===== src/rtl/tag_store_pkg.sv =====
package tag_store_pkg;

    // One status entry as seen at the read port
    typedef struct packed {
        logic valid;
        logic dirty;
    } status_t;

endpackage


===== src/rtl/tag_status_array.sv =====
module tag_status_array #(
    parameter int ADDR_W = 8,
    localparam int DEPTH = 1 << ADDR_W
) (
    input  logic                     clk,
    input  logic                     clear_n,
    input  logic                     we,
    input  logic [ADDR_W-1:0]        addr,
    input  tag_store_pkg::status_t   st_in,
    output tag_store_pkg::status_t   st_out
);
    typedef struct packed {
        logic [DEPTH-1:0] v;
        logic [DEPTH-1:0] d;
    } flags_t;

    flags_t flags_d, flags_q;

    always_comb begin
        flags_d = flags_q;
        if (we) begin
            flags_d.v[addr] = st_in.valid;
            flags_d.d[addr] = st_in.dirty;
        end
    end

    always_ff @(posedge clk or negedge clear_n) begin
        if (!clear_n) flags_q <= '0;
        else          flags_q <= flags_d;
    end

    assign st_out.valid = flags_q.v[addr];
    assign st_out.dirty = flags_q.d[addr];

    // an enabled write outside a clear lands in the flags
    a_r1_status_write: assert property (@(posedge clk) disable iff (!clear_n)
        we |=> (flags_q.v[$past(addr)] == $past(st_in.valid))
            && (flags_q.d[$past(addr)] == $past(st_in.dirty)));

    // without a write the flags do not move
    a_r7_idle_stable: assert property (@(posedge clk) disable iff (!clear_n)
        !we |=> ($stable(flags_q.v) && $stable(flags_q.d)));

    // the first edge after a clear sees every flag at zero
    a_r6_cleared: assert property (@(posedge clk) disable iff (!clear_n)
        $rose(clear_n) |-> (flags_q.v == '0 && flags_q.d == '0));
endmodule


===== src/rtl/tag_data_array.sv =====
module tag_data_array #(
    parameter int ADDR_W = 8,
    parameter int TAG_W  = 14,
    localparam int DEPTH = 1 << ADDR_W
) (
    input  logic              clk,
    input  logic              we,
    input  logic [ADDR_W-1:0] addr,
    input  logic [TAG_W-1:0]  tag_wr,
    output logic [TAG_W-1:0]  tag_rd
);
    // Tag storage carries no reset: a clear only touches the flags
    logic [TAG_W-1:0] mem_q [DEPTH];

    always_ff @(posedge clk) begin
        if (we) mem_q[addr] <= tag_wr;
    end

    assign tag_rd = mem_q[addr];
endmodule


===== src/rtl/tag_compare.sv =====
module tag_compare #(
    parameter int TAG_W = 14
) (
    input  logic             enable,
    input  logic             need_valid,
    input  logic             stored_valid,
    input  logic [TAG_W-1:0] stored_tag,
    input  logic [TAG_W-1:0] probe_tag,
    output logic             hit
);
    logic [TAG_W-1:0] bit_eq;

    for (genvar i = 0; i < TAG_W; i++) begin : g_bit
        assign bit_eq[i] = ~(stored_tag[i] ^ probe_tag[i]);
    end

    assign hit = enable && (&bit_eq) && (!need_valid || stored_valid);
endmodule


===== src/rtl/tag_store.sv =====
module tag_store #(
    parameter int ADDR_W = 8,
    parameter int TAG_W  = 14
) (
    input  logic              clk,
    input  logic              clear_n,
    input  logic              sel_n,
    input  logic              sel,
    input  logic              sleep,
    input  logic              wr_en,
    input  logic              rd_en,
    input  logic              need_valid,
    input  logic [ADDR_W-1:0] addr,
    input  logic [TAG_W-1:0]  tag_in,
    input  logic              valid_in,
    input  logic              dirty_in,
    output logic              hit,
    output logic              rd_ok,
    output logic [TAG_W-1:0]  tag_out,
    output logic              valid_out,
    output logic              dirty_out
);
    import tag_store_pkg::*;

    logic             active;
    logic             wr_go;
    status_t          st_wr, st_rd;
    logic [TAG_W-1:0] tag_rd;

    assign active = !sel_n && sel && !sleep;
    assign wr_go  = active && wr_en;
    assign st_wr  = '{valid: valid_in, dirty: dirty_in};

    tag_data_array #(.ADDR_W(ADDR_W), .TAG_W(TAG_W)) u_tags (
        .clk    (clk),
        .we     (wr_go),
        .addr   (addr),
        .tag_wr (tag_in),
        .tag_rd (tag_rd)
    );

    tag_status_array #(.ADDR_W(ADDR_W)) u_flags (
        .clk     (clk),
        .clear_n (clear_n),
        .we      (wr_go),
        .addr    (addr),
        .st_in   (st_wr),
        .st_out  (st_rd)
    );

    tag_compare #(.TAG_W(TAG_W)) u_cmp (
        .enable       (active),
        .need_valid   (need_valid),
        .stored_valid (st_rd.valid),
        .stored_tag   (tag_rd),
        .probe_tag    (tag_in),
        .hit          (hit)
    );

    assign rd_ok     = active && rd_en && !wr_en;
    assign tag_out   = rd_ok ? tag_rd      : '0;
    assign valid_out = rd_ok && st_rd.valid;
    assign dirty_out = rd_ok && st_rd.dirty;

    // a qualified hit always comes with a set valid flag
    a_r3_qualified_hit: assert property (@(posedge clk) disable iff (!clear_n)
        (hit && need_valid) |-> st_rd.valid);

    // a deselected or sleeping block never reports a hit
    a_r7_idle_no_hit: assert property (@(posedge clk) disable iff (!clear_n)
        (sel_n || !sel || sleep) |-> !hit);
endmodule


===== config.mk =====
export PLATFORM = sky130hd
export DESIGN_NAME = tag_store
export DESIGN_NICKNAME = d
export VERILOG_FILES = /design/src/rtl/tag_store_pkg.sv /design/src/rtl/tag_status_array.sv /design/src/rtl/tag_data_array.sv /design/src/rtl/tag_compare.sv /design/src/rtl/tag_store.sv
export SDC_FILE = /design/constraint.sdc
export NUM_CORES = 2
export LEC_CHECK = 0
export BUFFER_PORTS_ARGS = -buffer_cell sky130_fd_sc_hd__buf_4
export CAP_MARGIN = 20
export CORE_MARGIN = 2
export CORE_UTILIZATION = 35
export DETAILED_ROUTE_END_ITERATION = 8
export HOLD_SLACK_MARGIN = 0.1
export PLACE_DENSITY = 0.53
export SKIP_LAST_GASP = 1
export SLEW_MARGIN = 20
export SYNTH_ARGS = -nofsm -noshare
export SYNTH_HDL_FRONTEND = slang
export SYNTH_SLANG_ARGS = --single-unit

===== constraint.sdc =====
create_clock -name clk -period 3.69 [get_ports clk]
set_input_delay 0 -clock clk [delete_from_list [all_inputs] [get_ports clk]]
set_output_delay 0 -clock clk [all_outputs]
set_load 0.02 [all_outputs]

======== Word level (Yosys, flattened, before mapping) ========
Memories as Yosys holds them, arrays and structs flattened.
Cells that the tools add are included.
storage, ports and cells
  register bits ........................... 512
  memory bits (writable) .................. 3584
  input port bits ......................... 32
  output and inout bits ................... 18
  word-level logic and storage cells ...... 60
  memories ................................ 1
memories
  memory        depth  bits a word  read ports  clocked after Yosys merged registers in  wr ports  line                  RTL
  u_tags.mem_q  256    14           1           0                                        1         tag_data_array.sv:13  logic [TAG_W-1:0] mem_q [DEPTH];
cells by class
  order comparisons ....................... 2
  multiplexer cells ....................... 11
  bitwise logic cells ..................... 28
  reductions and logical operators ........ 16
operators by type and width
  kind                                                 count
  bitwise mux 256 bit                                  2
  binary-select mux 1 bit (select 8 bit)               2
  2-to-1 mux 14 bit                                    1
  NOT 1 bit                                            14
  AND reduction 14 bit                                 1
  bitwise XOR 1 bit                                    14
  logical AND 1 bit                                    10
  < comparator 8 x 9 -> 1 bit, second input constant   1
  demux 1 bit (select 8 bit)                           1
  >= comparator 8 x 1 -> 1 bit, second input constant  1
  2-to-1 mux 1 bit                                     5
  logical NOT 1 bit                                    4
  logical OR 1 bit                                     1

======== Depth between registers and ports, before layout ========
  word-level depth ........................ 6
  depth in mapped cells ................... 17
  mapped depth without buffers ............ 10

======== Cells and area by module ========
Synthesis repeated with hierarchy kept, for this count alone.
unflattened totals
  cells, all modules ...................... 7692
  area total of the unflattened synthesis .. 160238.7 um2
by module, submodules not included
  module            instances  cells an instance  area an instance (um2)  sequential area each (um2)
  tag_data_array    1          5917               135766.5                107623.2
  tag_status_array  1          1732               24131.9                 12812.3
  tag_store         1          22                 173.9                   0.0
  tag_compare       1          21                 166.4                   0.0

======== Worst setup path before layout ========
Ideal clock, no wire load.
  kind .................................... input port to output port
  start point ............................. input addr[1]
  end point ............................... output hit
  arrival time ............................ 3131 ps
  slack ................................... 559 ps
  stages .................................. 12
  cell sequence ........................... buf_4 > buf_2 > clkbuf_1 > clkbuf_1 > mux4_2 > a221oi_2 > a31oi_1 > nor4_2 > nor3_1 > a2111oi_0 > nand3_1 > nor4_2
between the ends
  cells in the longest elaborated chain, start to end .. 6
RTL lines
  element                     line               RTL
  start: declaration          tag_store.sv:13    input logic [ADDR_W-1:0] addr,
  memory read (256 x 14 bit)  n/a
  bitwise XOR 1 bit           tag_compare.sv:14  assign bit_eq[i] = ~(stored_tag[i] ^ probe_tag[i]);
  NOT 1 bit                   tag_compare.sv:14
  AND reduction 14 bit        tag_compare.sv:17  assign hit = enable && (&bit_eq) && (!need_valid || stored_valid);
  logical AND 1 bit           tag_compare.sv:17
  logical AND 1 bit (*)       tag_compare.sv:17
  end: declaration            tag_store.sv:17    output logic hit,
Mark *: on every way between the ends. The rest lies on a longest branch, timed or not. The select of a mux whose other input is x is not followed.

======== Worst setup path after layout ========
  start point ............................. memory u_tags.mem_q[37][9]
  end point ............................... output hit
between the ends
  cells in the longest elaborated chain, start to end .. 6
RTL lines
  element                         line
  start: declaration              tag_data_array.sv:13
  memory read (256 x 14 bit)      n/a
  bitwise XOR 1 bit               tag_compare.sv:14
  NOT 1 bit                       tag_compare.sv:14
  AND reduction 14 bit            tag_compare.sv:17
  logical AND 1 bit (2 in a row)  tag_compare.sv:17
Every way passes these cells.

==> impl_metrics.ini <==
[pwr]
combPwrFrac = 0.064
peakVddDrop_v = 0.000440
pwr-share-seq = 0.505
p_sw_frac = 0.227
p_leak_uw = 0.0679
powerDensity_nw_per_um2 = 508
clock_power_share = 0.431
switching_power_uw = 22600
p_int_uw = 77300

[cts]
cts_tree = built
clock_latency_ns = 0.98
clock-sinks = 4096
cts_buffers = 421
htreeDepth = 5
cts_root_buf = clkbuf_16
cts.clk_slew.worst_paths_ns = 0.06
clk_path_buf_depth = 4

[sta]
finalHoldViolations = 0
rsz0062_at_grt = true
fin_crit_ns = 5.09
min_period_over_period = 1.38
finalSetupTns_ns = -3.77
fmax_mhz = 196
worst_pin_slew_ns = 1.28
skew_ns = 0
finalSetupViolCount = 12
report.final.slew_viol_count = 0
setup_ws_ns = -1.40
relSlewSlack = 0.147

[floorplanning]
die-area_um2 = 467000
die_h_um = 683
row_count = 249
coreArea_um2 = 460000
ios = 50
start_util = 0.351
fp.dieW_um = 683

[job]
max_cap_violations = 0

[synthesis]
muxShareOfSynthArea = 0.184
synth_edf_count = 3584
ys_top_cells_by_area = edfxtp_1 (67%), mux4_2 (12%), dfrtp_1 (7.9%)
yosys_warnings = 0
synth-main-ff-cell = edfxtp_1
synth_top_area_frac = 0.666
yosys.area_share.simple = 0.0232
synthesis.nets = 7966
ys_ff_latch = 4096
synth_top_family_by_area = multiplexers
syn-instance-count = 7934
avgSynthCellArea_um2 = 20.4
yosys.area.top_type = edfxtp_1
synthAdderAreaFrac = 0
synthXorXnorAreaFrac = 0.000597
netlist_area_um2 = 161000
yosysSeqAreaShare = 0.746
synth_compound_area_frac = 0.0296
async_flop_share = 0.125
yosys.cell_types.count = 78

[cells_and_area]
layout_commonest_cell = edfxtp_1
nets = 9297
layout-drive-gt1-share = 0.390
area_delta_synth_final_pct = 21.7
layout_common_cells = edfxtp_1 (3,584), buf_4 (1,045), mux4_2 (841), mux2_2 (527), dfrtp_1 (512)
stdcell_area_um2 = 197000

[route]
num_vias = 89400
routedWlPerCell_um = 34.6
drtIter0Drc = 12200
drt_pre_antenna_iters = 6
routed_wl_mm = 546
remaining_drc_errors = 0
antenna_left = 0
vias_per_cell = 5.66

[worst_setup_path]
cp_num_buf_inv = 3
crit_start = u_tags.mem_q[37][9]$_DFFE_PP_
path_max_fanout = 2
crit_path_max_incr_delay_ns = 0.67
slowest_stage = nor4_4
r2r_end = u_flags.flags_q[457]$_DFFE_PN0P_
critical_path_class = reg2out
cp-end-kind = primary output
critPathTopFamily = simple AND/OR/NAND/NOR gates
reg2reg_depth = 1
r2r_start = u_flags.flags_q[457]$_DFFE_PN0P_
arrival_ns = 5.09
r2r_slack_ns = 2.91
crit_path_cell_trace = mux4_2 > a22o_1 > a221oi_4 > buf_4 > a31oi_4 > or4_4 > or3_1 > o211a_1 > xnor2_2 > nand4_1 > nor4_4 > buf_4 > buf_4
cp.required_ns = 3.69
cp_common_cell = buf_4
cp-start-kind = flop

[grt]
grt_pass1_vias = 88900
grt_max_degree = 153
grt_pass1_wl_mm = 749
overflow = 0
antenna_found_initial = 36
track_usage = 0.229

[placed_design]
port_buffers = 49
gp_congestion = 0.948
placed_area_um2 = 181000
post-place-ws_ns = -1.48
dp_hpwl_mm = 361

[outcome]
violations = setup timing
status = complete, but fails checks

[hold_path]
min_to = u_tags.mem_q[204][8]$_DFFE_PP_
min_path_type = in2reg
holdCritStartpoint = tag_in[8]
min_path_cells = 2
-- cell usage after synthesis, drive strengths merged (6+ instances only) --
cell type  count
a221oi        58
nor2         328
buf          226
o221ai         6
o211ai         9
a31oi         30
o21ai         56
nor2b         13
xnor2          7
clkbuf       262
and2          12
inv           14
nor4          14
o22ai         38
nand4         41
a211oi        14
mux2i        488
a21oi         68
nor3          37
a32oi         10
mux4         841
and3          17
nand3        128
a22oi        282
nand2b         9
nand2        167
a22o          38
edfxtp      3584
dfrtp        512
and4           6
a2111oi        6
mux2         527
o2111ai        8
-- worst max-delay path by stage --
stage	slack [ns]	cells after the start	endpoint
2_1_floorplan	0.56	12	hit
3_3_place_gp	-1.53	18	hit
3_5_place_dp	-1.48	18	hit
4_1_cts	-1.39	13	hit
5_1_grt	-1.35	13	hit
6_report	-1.40	13	hit
-- per-layer routing --
layer	GRT usage	share of wire	vias to the layer above
li1	-	-	35500
met1	0.321	0.41	48600
met2	0.353	0.46	4454
met3	0.0458	0.088	853
met4	0.0881	0.044	6
met5	0	0.000079	-
-- layout make-up --
| class | instances | area, um^2 |
|---|---|---|
| timing repair buffer | 1396 | 14100 |
| clock inverter | 229 | 2410 |
| inverter | 15 | 63.8 |
| fill | 40000 | 263000 |
| tap | 6149 | 7690 |
| multi-input combinational | 3335 | 40200 |
| clock buffer | 565 | 11600 |
| sequential | 4096 | 120000 |
| antenna | 12 | 30.0 |
-- kinds of logic (layout without fill, tap and decap cells) --
family | after synthesis | in the layout
AO/OA/AOI/OAI | 659 | 659
flip-flops | 4096 | 4096
multiplexers | 1856 | 1856
AND/OR/NAND/NOR | 809 | 809
other | 0 | 12
XOR/XNOR | 11 | 11
buffers and inverters | 503 | 2205
-- sequential cells by signal (all words and copies together) (netlist names) --
name,cells
u_flags.flags_q,512
u_tags.mem_q,3584
-- power by group through the flow --
stage	Clock [uW]	Sequential (uW)	Combinational, uW
floorplan	0	51400	2390
global placement	0	51400	5940
detailed placement	0	51400	6010
CTS	43700	50500	6280
global route	45400	50500	6550
finish	43000	50500	6360
-- timing repair --
| action | in CTS | in global routing |
|---|---|---|
| resized for setup | 202 | 56 |
| buffers inserted | 8 | 11 |
| setup endpoints to repair | 17 | 15 |
| endpoints found under the hold margin | 4328 | 0 |
| pin swaps | 58 | 45 |
| hold buffers | 39 | 0 |
-- per-stage QoR --
step	std cells	power [uW]	util	hold WS, ns
2_1_floorplan	7934	53800	-	-0.296
3_3_place_gp	15000	57400	0.393	0.0932
3_5_place_dp	15000	57500	0.393	0.114
4_1_cts	15800	100000	0.427	0.113
5_1_grt	15800	102000	0.427	0.162
6_report	15800	99900	0.427	0.191
Note: power is estimated with default switching activity, not from simulation.
